`src/rtl/tlb_pkg.sv`:
```
package tlb_pkg;
  typedef enum logic [1:0] {
    ST_IDLE  = 2'd0,
    ST_WAIT  = 2'd1,
    ST_RETRY = 2'd2
  } tlb_state_e;
endpackage

```
`src/rtl/tlb_cam.sv`:
```
module tlb_cam #(
  parameter int ENTRIES = 8,
  parameter int VPN_W   = 20,
  parameter int PPN_W   = 20,
  parameter int ASN_W   = 8,
  localparam int IDX_W  = $clog2(ENTRIES)
) (
  input  logic               clk,
  input  logic               rst,
  input  logic [VPN_W-1:0]   key_vpn,
  input  logic [ASN_W-1:0]   key_asn,
  input  logic               use_asn,
  input  logic               flush_all,
  input  logic               wr_en,
  input  logic [IDX_W-1:0]   wr_idx,
  input  logic [VPN_W-1:0]   wr_vpn,
  input  logic [ASN_W-1:0]   wr_asn,
  input  logic [PPN_W-1:0]   wr_ppn,
  output logic [ENTRIES-1:0] vld_vec,
  output logic [ENTRIES-1:0] match_vec,
  output logic               hit,
  output logic [PPN_W-1:0]   hit_ppn
);
  logic [ENTRIES-1:0] vld_q;
  logic [VPN_W-1:0]   vpn_q [ENTRIES];
  logic [ASN_W-1:0]   asn_q [ENTRIES];
  logic [PPN_W-1:0]   ppn_q [ENTRIES];

  // valid bits: a write to a slot wins over a flush in the same cycle
  always_ff @(posedge clk) begin
    if (rst) begin
      vld_q <= '0;
    end else begin
      if (flush_all) vld_q <= '0;
      if (wr_en)     vld_q[wr_idx] <= 1'b1;
    end
  end

  // payload storage, no reset needed
  always_ff @(posedge clk) begin
    if (wr_en) begin
      vpn_q[wr_idx] <= wr_vpn;
      asn_q[wr_idx] <= wr_asn;
      ppn_q[wr_idx] <= wr_ppn;
    end
  end

  for (genvar g = 0; g < ENTRIES; g++) begin : g_cmp
    assign match_vec[g] = vld_q[g] && (vpn_q[g] == key_vpn) &&
                          (!use_asn || (asn_q[g] == key_asn));
  end

  always_comb begin
    hit_ppn = '0;
    for (int i = 0; i < ENTRIES; i++) begin
      if (match_vec[i]) hit_ppn = hit_ppn | ppn_q[i];
    end
  end

  assign hit     = |match_vec;
  assign vld_vec = vld_q;

  p_single_match_r3: assert property (@(posedge clk) disable iff (rst)
    $onehot0(match_vec));

  p_flush_clears_r8: assert property (@(posedge clk) disable iff (rst)
    (flush_all && !wr_en) |=> (vld_vec == '0));
endmodule

```
`src/rtl/tlb_victim.sv`:
```
module tlb_victim #(
  parameter int ENTRIES = 8,
  localparam int IDX_W  = $clog2(ENTRIES)
) (
  input  logic               clk,
  input  logic               rst,
  input  logic [ENTRIES-1:0] vld_vec,
  input  logic [ENTRIES-1:0] match_vec,
  input  logic               advance,
  output logic [IDX_W-1:0]   victim_idx
);
  localparam logic [IDX_W-1:0] LAST = IDX_W'(ENTRIES - 1);

  logic [IDX_W-1:0] rr_q;

  always_ff @(posedge clk) begin
    if (rst)          rr_q <= '0;
    else if (advance) rr_q <= (rr_q == LAST) ? '0 : rr_q + 1'b1;
  end

  // priority: existing match, then lowest empty slot, then round robin
  always_comb begin
    victim_idx = rr_q;
    for (int i = ENTRIES - 1; i >= 0; i--) begin
      if (!vld_vec[i]) victim_idx = IDX_W'(i);
    end
    for (int i = ENTRIES - 1; i >= 0; i--) begin
      if (match_vec[i]) victim_idx = IDX_W'(i);
    end
  end

  p_victim_free_r6: assert property (@(posedge clk) disable iff (rst)
    (!(&vld_vec) && !(|match_vec)) |-> !vld_vec[victim_idx]);
endmodule

```
`src/rtl/tlb_ctrl.sv`:
```
module tlb_ctrl
  import tlb_pkg::*;
#(
  parameter int VA_W    = 32,
  parameter int OFF_W   = 12,
  parameter int ASN_W   = 8,
  parameter int ENTRIES = 8,
  localparam int VPN_W  = VA_W - OFF_W,
  localparam int IDX_W  = $clog2(ENTRIES)
) (
  input  logic              clk,
  input  logic              rst,
  input  logic              asn_mode,
  input  logic              lk_valid,
  input  logic [VA_W-1:0]   lk_vaddr,
  input  logic [ASN_W-1:0]  lk_asn,
  output logic              lk_ready,
  input  logic              pt_rsp_valid,
  input  logic              pt_rsp_ok,
  input  logic [VPN_W-1:0]  pt_rsp_ppn,
  output logic              pt_req,
  output logic [VPN_W-1:0]  pt_vpn,
  output logic [ASN_W-1:0]  pt_asn,
  input  logic              cam_hit,
  input  logic [VPN_W-1:0]  cam_ppn,
  input  logic [IDX_W-1:0]  victim_idx,
  output logic [VPN_W-1:0]  key_vpn,
  output logic [ASN_W-1:0]  key_asn,
  output logic              switch_flush,
  output logic              wr_en,
  output logic [IDX_W-1:0]  wr_idx,
  output logic [VPN_W-1:0]  wr_vpn,
  output logic [ASN_W-1:0]  wr_asn,
  output logic [VPN_W-1:0]  wr_ppn,
  output logic              res_valid,
  output logic [VA_W-1:0]   res_paddr,
  output logic              res_fault
);
  tlb_state_e       state_q;
  logic [VPN_W-1:0] sv_vpn;
  logic [OFF_W-1:0] sv_off;
  logic [ASN_W-1:0] sv_asn;
  logic [ASN_W-1:0] cur_asn;
  logic             idle, accept;

  assign idle     = (state_q == ST_IDLE);
  assign lk_ready = idle;
  assign accept   = idle && lk_valid;

  // search key: live request while idle, saved request afterwards
  assign key_vpn = idle ? lk_vaddr[VA_W-1:OFF_W] : sv_vpn;
  assign key_asn = idle ? lk_asn : sv_asn;

  assign switch_flush = accept && !asn_mode && (lk_asn != cur_asn);

  assign wr_en  = (state_q == ST_WAIT) && pt_rsp_valid && pt_rsp_ok;
  assign wr_idx = victim_idx;
  assign wr_vpn = sv_vpn;
  assign wr_asn = sv_asn;
  assign wr_ppn = pt_rsp_ppn;

  assign pt_vpn = sv_vpn;
  assign pt_asn = sv_asn;

  always_ff @(posedge clk) begin
    if (rst) begin
      state_q   <= ST_IDLE;
      sv_vpn    <= '0;
      sv_off    <= '0;
      sv_asn    <= '0;
      cur_asn   <= '0;
      pt_req    <= 1'b0;
      res_valid <= 1'b0;
      res_fault <= 1'b0;
      res_paddr <= '0;
    end else begin
      res_valid <= 1'b0;
      case (state_q)
        ST_IDLE: begin
          if (lk_valid) begin
            sv_vpn  <= lk_vaddr[VA_W-1:OFF_W];
            sv_off  <= lk_vaddr[OFF_W-1:0];
            sv_asn  <= lk_asn;
            cur_asn <= lk_asn;
            if (cam_hit && !switch_flush) begin
              res_valid <= 1'b1;
              res_fault <= 1'b0;
              res_paddr <= {cam_ppn, lk_vaddr[OFF_W-1:0]};
            end else begin
              pt_req  <= 1'b1;
              state_q <= ST_WAIT;
            end
          end
        end
        ST_WAIT: begin
          if (pt_rsp_valid) begin
            pt_req <= 1'b0;
            if (pt_rsp_ok) begin
              state_q <= ST_RETRY;
            end else begin
              res_valid <= 1'b1;
              res_fault <= 1'b1;
              res_paddr <= '0;
              state_q   <= ST_IDLE;
            end
          end
        end
        ST_RETRY: begin
          res_valid <= 1'b1;
          res_fault <= 1'b0;
          res_paddr <= {cam_ppn, sv_off};
          state_q   <= ST_IDLE;
        end
        default: state_q <= ST_IDLE;
      endcase
    end
  end

  p_req_hold_r4: assert property (@(posedge clk) disable iff (rst)
    (pt_req && !pt_rsp_valid) |=> pt_req);

  p_retry_hit_r4: assert property (@(posedge clk) disable iff (rst)
    (state_q == ST_RETRY) |-> cam_hit);

  p_busy_r7: assert property (@(posedge clk) disable iff (rst)
    pt_req |-> !lk_ready);

  p_fault_cause_r5: assert property (@(posedge clk) disable iff (rst)
    (res_valid && res_fault) |-> $past(pt_rsp_valid && !pt_rsp_ok));
endmodule

```
`src/rtl/asn_tlb.sv`:
```
module asn_tlb #(
  parameter int ENTRIES = 8,
  parameter int VA_W    = 32,
  parameter int OFF_W   = 12,
  parameter int ASN_W   = 8,
  localparam int VPN_W  = VA_W - OFF_W,
  localparam int IDX_W  = $clog2(ENTRIES)
) (
  input  logic             clk,
  input  logic             rst,
  input  logic             flush,
  input  logic             asn_mode,
  input  logic             lk_valid,
  output logic             lk_ready,
  input  logic [VA_W-1:0]  lk_vaddr,
  input  logic [ASN_W-1:0] lk_asn,
  output logic             res_valid,
  output logic [VA_W-1:0]  res_paddr,
  output logic             res_fault,
  output logic             pt_req,
  output logic [VPN_W-1:0] pt_vpn,
  output logic [ASN_W-1:0] pt_asn,
  input  logic             pt_rsp_valid,
  input  logic             pt_rsp_ok,
  input  logic [VPN_W-1:0] pt_rsp_ppn
);
  logic [VPN_W-1:0]   key_vpn, wr_vpn, wr_ppn, cam_ppn;
  logic [ASN_W-1:0]   key_asn, wr_asn;
  logic               switch_flush, wr_en, cam_hit;
  logic [IDX_W-1:0]   wr_idx, victim_idx;
  logic [ENTRIES-1:0] vld_vec, match_vec;

  tlb_ctrl #(.VA_W(VA_W), .OFF_W(OFF_W), .ASN_W(ASN_W), .ENTRIES(ENTRIES)) u_ctrl (
    .clk(clk), .rst(rst), .asn_mode(asn_mode),
    .lk_valid(lk_valid), .lk_vaddr(lk_vaddr), .lk_asn(lk_asn), .lk_ready(lk_ready),
    .pt_rsp_valid(pt_rsp_valid), .pt_rsp_ok(pt_rsp_ok), .pt_rsp_ppn(pt_rsp_ppn),
    .pt_req(pt_req), .pt_vpn(pt_vpn), .pt_asn(pt_asn),
    .cam_hit(cam_hit), .cam_ppn(cam_ppn), .victim_idx(victim_idx),
    .key_vpn(key_vpn), .key_asn(key_asn), .switch_flush(switch_flush),
    .wr_en(wr_en), .wr_idx(wr_idx), .wr_vpn(wr_vpn), .wr_asn(wr_asn), .wr_ppn(wr_ppn),
    .res_valid(res_valid), .res_paddr(res_paddr), .res_fault(res_fault)
  );

  tlb_cam #(.ENTRIES(ENTRIES), .VPN_W(VPN_W), .PPN_W(VPN_W), .ASN_W(ASN_W)) u_cam (
    .clk(clk), .rst(rst), .key_vpn(key_vpn), .key_asn(key_asn), .use_asn(asn_mode),
    .flush_all(flush | switch_flush), .wr_en(wr_en), .wr_idx(wr_idx),
    .wr_vpn(wr_vpn), .wr_asn(wr_asn), .wr_ppn(wr_ppn),
    .vld_vec(vld_vec), .match_vec(match_vec), .hit(cam_hit), .hit_ppn(cam_ppn)
  );

  tlb_victim #(.ENTRIES(ENTRIES)) u_victim (
    .clk(clk), .rst(rst), .vld_vec(vld_vec), .match_vec(match_vec),
    .advance(wr_en), .victim_idx(victim_idx)
  );
endmodule

```
`config.mk`:
```
export PLATFORM = sky130hd
export DESIGN_NAME = asn_tlb
export DESIGN_NICKNAME = d
export VERILOG_FILES = /design/src/rtl/tlb_pkg.sv /design/src/rtl/tlb_cam.sv /design/src/rtl/tlb_victim.sv /design/src/rtl/tlb_ctrl.sv /design/src/rtl/asn_tlb.sv
export SDC_FILE = /design/constraint.sdc
export NUM_CORES = 1
export LEC_CHECK = 0
export ABC_AREA = 1
export BUFFER_PORTS_ARGS = -buffer_cell sky130_fd_sc_hd__buf_4
export CORE_MARGIN = 3
export CORE_UTILIZATION = 40
export CTS_CLUSTER_SIZE = 24
export DETAILED_ROUTE_END_ITERATION = 8
export GPL_ROUTABILITY_DRIVEN = 0
export PLACE_DENSITY = 0.62
export SYNTH_ARGS = -nofsm -noshare
export SYNTH_HDL_FRONTEND = slang
export SYNTH_HIERARCHICAL = 1
export SYNTH_SLANG_ARGS = --single-unit
```
`constraint.sdc`:
```
create_clock -name clk -period 6.5 [get_ports clk]
set_clock_uncertainty 0.1 [all_clocks]
set_input_delay 0.975 -clock clk [delete_from_list [all_inputs] [get_ports clk]]
set_output_delay 0.975 -clock clk [all_outputs]
set_load 0.02 [all_outputs]
```
==> summary.txt <==
GRT
  – Initial antenna violation count: 0
  – Largest net degree at the start of global routing: 83
  – Number of global-route vias before repair: 15,230
  – First-pass GRT wire length: 92,900 um
  – Grt ovf: 0
  – Total Routing Usage GR: 21.4%

Worst hold path
  – Hold Startpoint: u_ctrl/sv_off[9]$_SDFFE_PP0N_
  – Worst hold path class: reg -> reg

Route
  – DR vias/cell: 5.26
  – First-pass DRT Iterations: 8
  – Post-route DRC: 0
  – Via count: 15,915
  – Post-route ant nets: 0
  – Drt first-iter violations: 1,715
  – Wire per inst: 20.4 um
  – Final WL: 61,900 um

STA
  – Final worst slack: 896 ps
  – Max-slew violations: 0
  – Count of final setup violators: 0
  – Setup tns final: 0 ps
  – Post-layout min period: 5600 ps
  – Final hold violation count: 0
  – Final period util: 86.2%
  – Slew at the pin with the worst max-slew slack: 1170 ps
  – Slew HR: 21.0%
  – RSZ-0062 raised after global routing: no
  – Fmax: 178 MHz

Setup path
  – R2R Setup Slk: 900 ps
  – Crit path DAT: 5760 ps
  – Critical R2R Launch: u_ctrl/state_q[0]$_SDFFE_PP0P_
  – CP required: 6660 ps
  – Crit path launch type: flip-flop
  – Reg2reg path depth: 25
  – Worst-path fanout max: 38
  – Critical path class: reg -> reg
  – Worst Setup SP: u_ctrl/state_q[0]$_SDFFE_PP0P_
  – R2R Path End: u_cam/ppn_q[7][18]$_DFFE_PP_
  – CP Capture Point: u_cam/ppn_q[7][18]$_DFFE_PP_
  – CP Capture Type: flip-flop

CTS
  – Skew-Pair Late Insertion Delay: 580 ps
  – CTS Buffer Depth: 3
  – CTS resizes: 0
  – Clk slew on worst S/H paths: 60 ps
  – Setup Fix Bufs, Post-CTS: 0
  – CTS root buffer: clkbuf_16
  – CTS H-tree depth: 2
  – TritonCTS Buffers: 50
  – CTS sink count: 472
  – CTS tree: yes
  – CTS Hold Bufs: 0

Placement
  – PortBufs: 130
  – DP HPWL: 41,900 um
  – Cells after DPL: 2,935
  – Placed cell areas: 23,200 um2
  – Post-placement setup slack: 929 ps

Logic synthesis
  – Synth Warn #: 6
  – Flop and latch count out of synthesis: 472
  – Netlist cell types: 44
  – Post-synth net total: 2,284
  – Top cell type's share of synthesized area: 52.6%
  – Mapped cell area: 21,900 um2
  – Top_reg_cell synth: edfxtp_1
  – Top cells by count, synth: nand2_1, edfxtp_1, inv_1, nor2_1, nand4_1
  – Area leader, netlist: edfxtp_1
  – Most numerous cell in the Yosys netlist: nand2_1
  – Largest cells by area after synthesis: edfxtp_1, nand2_1, dfxtp_1, inv_1, nor2_1
  – Post-synth EDFFs: 384
  – Register area share after synthesis: 60.6%
  – Post-Synthesis Cells: 2,210
  – Post-synth ARST share: 0%
  – Mean post-synth cell area: 9.92 um2

Die
  – Chip height: 240 um
  – Area of the core: 54,000 um2
  – Starting Density: 40.6%
  – Ports: 131
  – Row Count: 85
  – Die Area: 57,700 um2
  – Chip Width: 240 um

Power
  – VDD IR max: 171 uV
  – Design Power: 0.00846 W
  – PwrDens: 341 nW/um2
  – Lkg Pwr: 9.90 nW

Cells and area
  – Share of layout cells above drive strength 1: 15.2%
  – Fin nets: 2,365
  – Inserted Diodes: 0
  – Design area: 24,800 um2
  – Finished Layout Cells: 3,026
  – Layout area overhead: 13.2%

Run
  – Max Cap Viol: 0

Run status
  – Status: finished clean
[cell type report]
class                           instances  area [um2]
Timing Repair Buffer                  191        1470
Tap cell                              696         871
Inverter                              232         885
Sequential cell                       472       13300
Clock buffer                           68        1380
Multi-Input combinational cell       1344        6730
Fill cell                            4977       29200
Clock inverter                         23         196
[layer usage]
layer / GRT usage [%] / wire length, um
met5: 0 / 0
met2: 31.2 / 26100
met4: 7.47 / 1960
met3: 5.92 / 6920
met1: 30.6 / 26900
[registers in the layout (all words and copies together), names as in the netlist]
| name | flops |
|---|---|
| u_ctrl/res_valid | 1 |
| u_ctrl/sv_off | 12 |
| u_cam/vpn_q | 160 |
| u_cam/asn_q | 64 |
| u_ctrl/res_fault | 1 |
| u_ctrl/res_paddr | 32 |
| u_ctrl/pt_vpn | 20 |
| u_ctrl/state_q | 2 |
| u_cam/vld_vec | 8 |
| u_cam/ppn_q | 160 |
| u_ctrl/cur_asn | 8 |
| u_victim/rr_q | 3 |
| u_ctrl/pt_req | 1 |
[worst max-delay path: stages, from the launching register on]
cell      delay, ps
dfxtp_1         330
inv_1           130
ha_2            740
buf_4           290
nand2_1          60
o21ai_0         430
inv_1           240
nand2_1         130
nand4_1         130
nor2_1          150
nand3_1         120
nand2_1         100
buf_4           290
nand2_1         100
inv_1            90
bufinv_8        180
nand2_1          50
nand2_1          50
nand2_1          50
nand2_1          40
nand2_1          60
nand2_1          60
a21oi_2         150
nand2_1         250
nor2_4          570
buf_12          330
[power breakdown]
part	switching (W)	internal, W	total [W]
clock	0.00115	0.00160	0.00275
combinational	0.00138	0.000682	0.00206
sequential	0.000176	0.00348	0.00365
total	0.00270	0.00576	0.00846
[per-stage QoR]
stage               hold slack (ps)  utilization [%]
CTS                             359             45.9
global route                    377             45.9
global placement                341             43.0
detailed placement              349             43.0
finish                          355             45.9
floorplan                       330                -
[cell families after synthesis]
group                    share of synthesized area (%)
XOR/XNOR                                          3.72
AND/OR/NAND/NOR                                   20.5
AO/OA/AOI/OAI                                     5.80
adder cells (fa/ha/maj)                          0.400
buffers and inverters                             8.98
flip-flops                                        60.6
[worst min-delay path by stage]
stage	end	cells past startpoint	slack, ps
6_report	u_ctrl/sv_off[9]$_SDFFE_PP0N_	2	350
3_5_place_dp	u_ctrl/sv_off[10]$_SDFFE_PP0N_	2	350
2_1_floorplan	u_ctrl/sv_off[0]$_SDFFE_PP0N_	2	330
4_1_cts	u_ctrl/sv_off[9]$_SDFFE_PP0N_	2	360
3_3_place_gp	u_ctrl/sv_off[4]$_SDFFE_PP0N_	2	340
5_1_grt	u_ctrl/sv_off[8]$_SDFFE_PP0N_	2	380
[cells in the final DEF (no fill, tap or decap), types with 6 or more instances in the layout]
cell type / synthesis / routed
clkinv_1: 2 / 8
clkbuf_1: 26 / 13
inv_1: 217 / 216
o22ai_1: 21 / 21
xnor2_1: 74 / 74
xor2_1: 19 / 19
ha_1: 7 / 6
clkbuf_16: 0 / 51
edfxtp_1: 384 / 384
a21oi_2: 11 / 11
nand3_1: 80 / 80
nand4_1: 112 / 112
clkinv_2: 0 / 10
a21oi_1: 74 / 74
dfxtp_1: 88 / 88
nor2_1: 205 / 197
nand3_2: 35 / 35
nand2_1: 548 / 548
o21ai_1: 13 / 13
nor2_2: 8 / 8
nor3_1: 6 / 6
buf_4: 76 / 188
nor2_4: 2 / 10
o21ai_0: 104 / 104
inv_2: 12 / 13
Note: power is estimated with default switching activity, not from simulation.
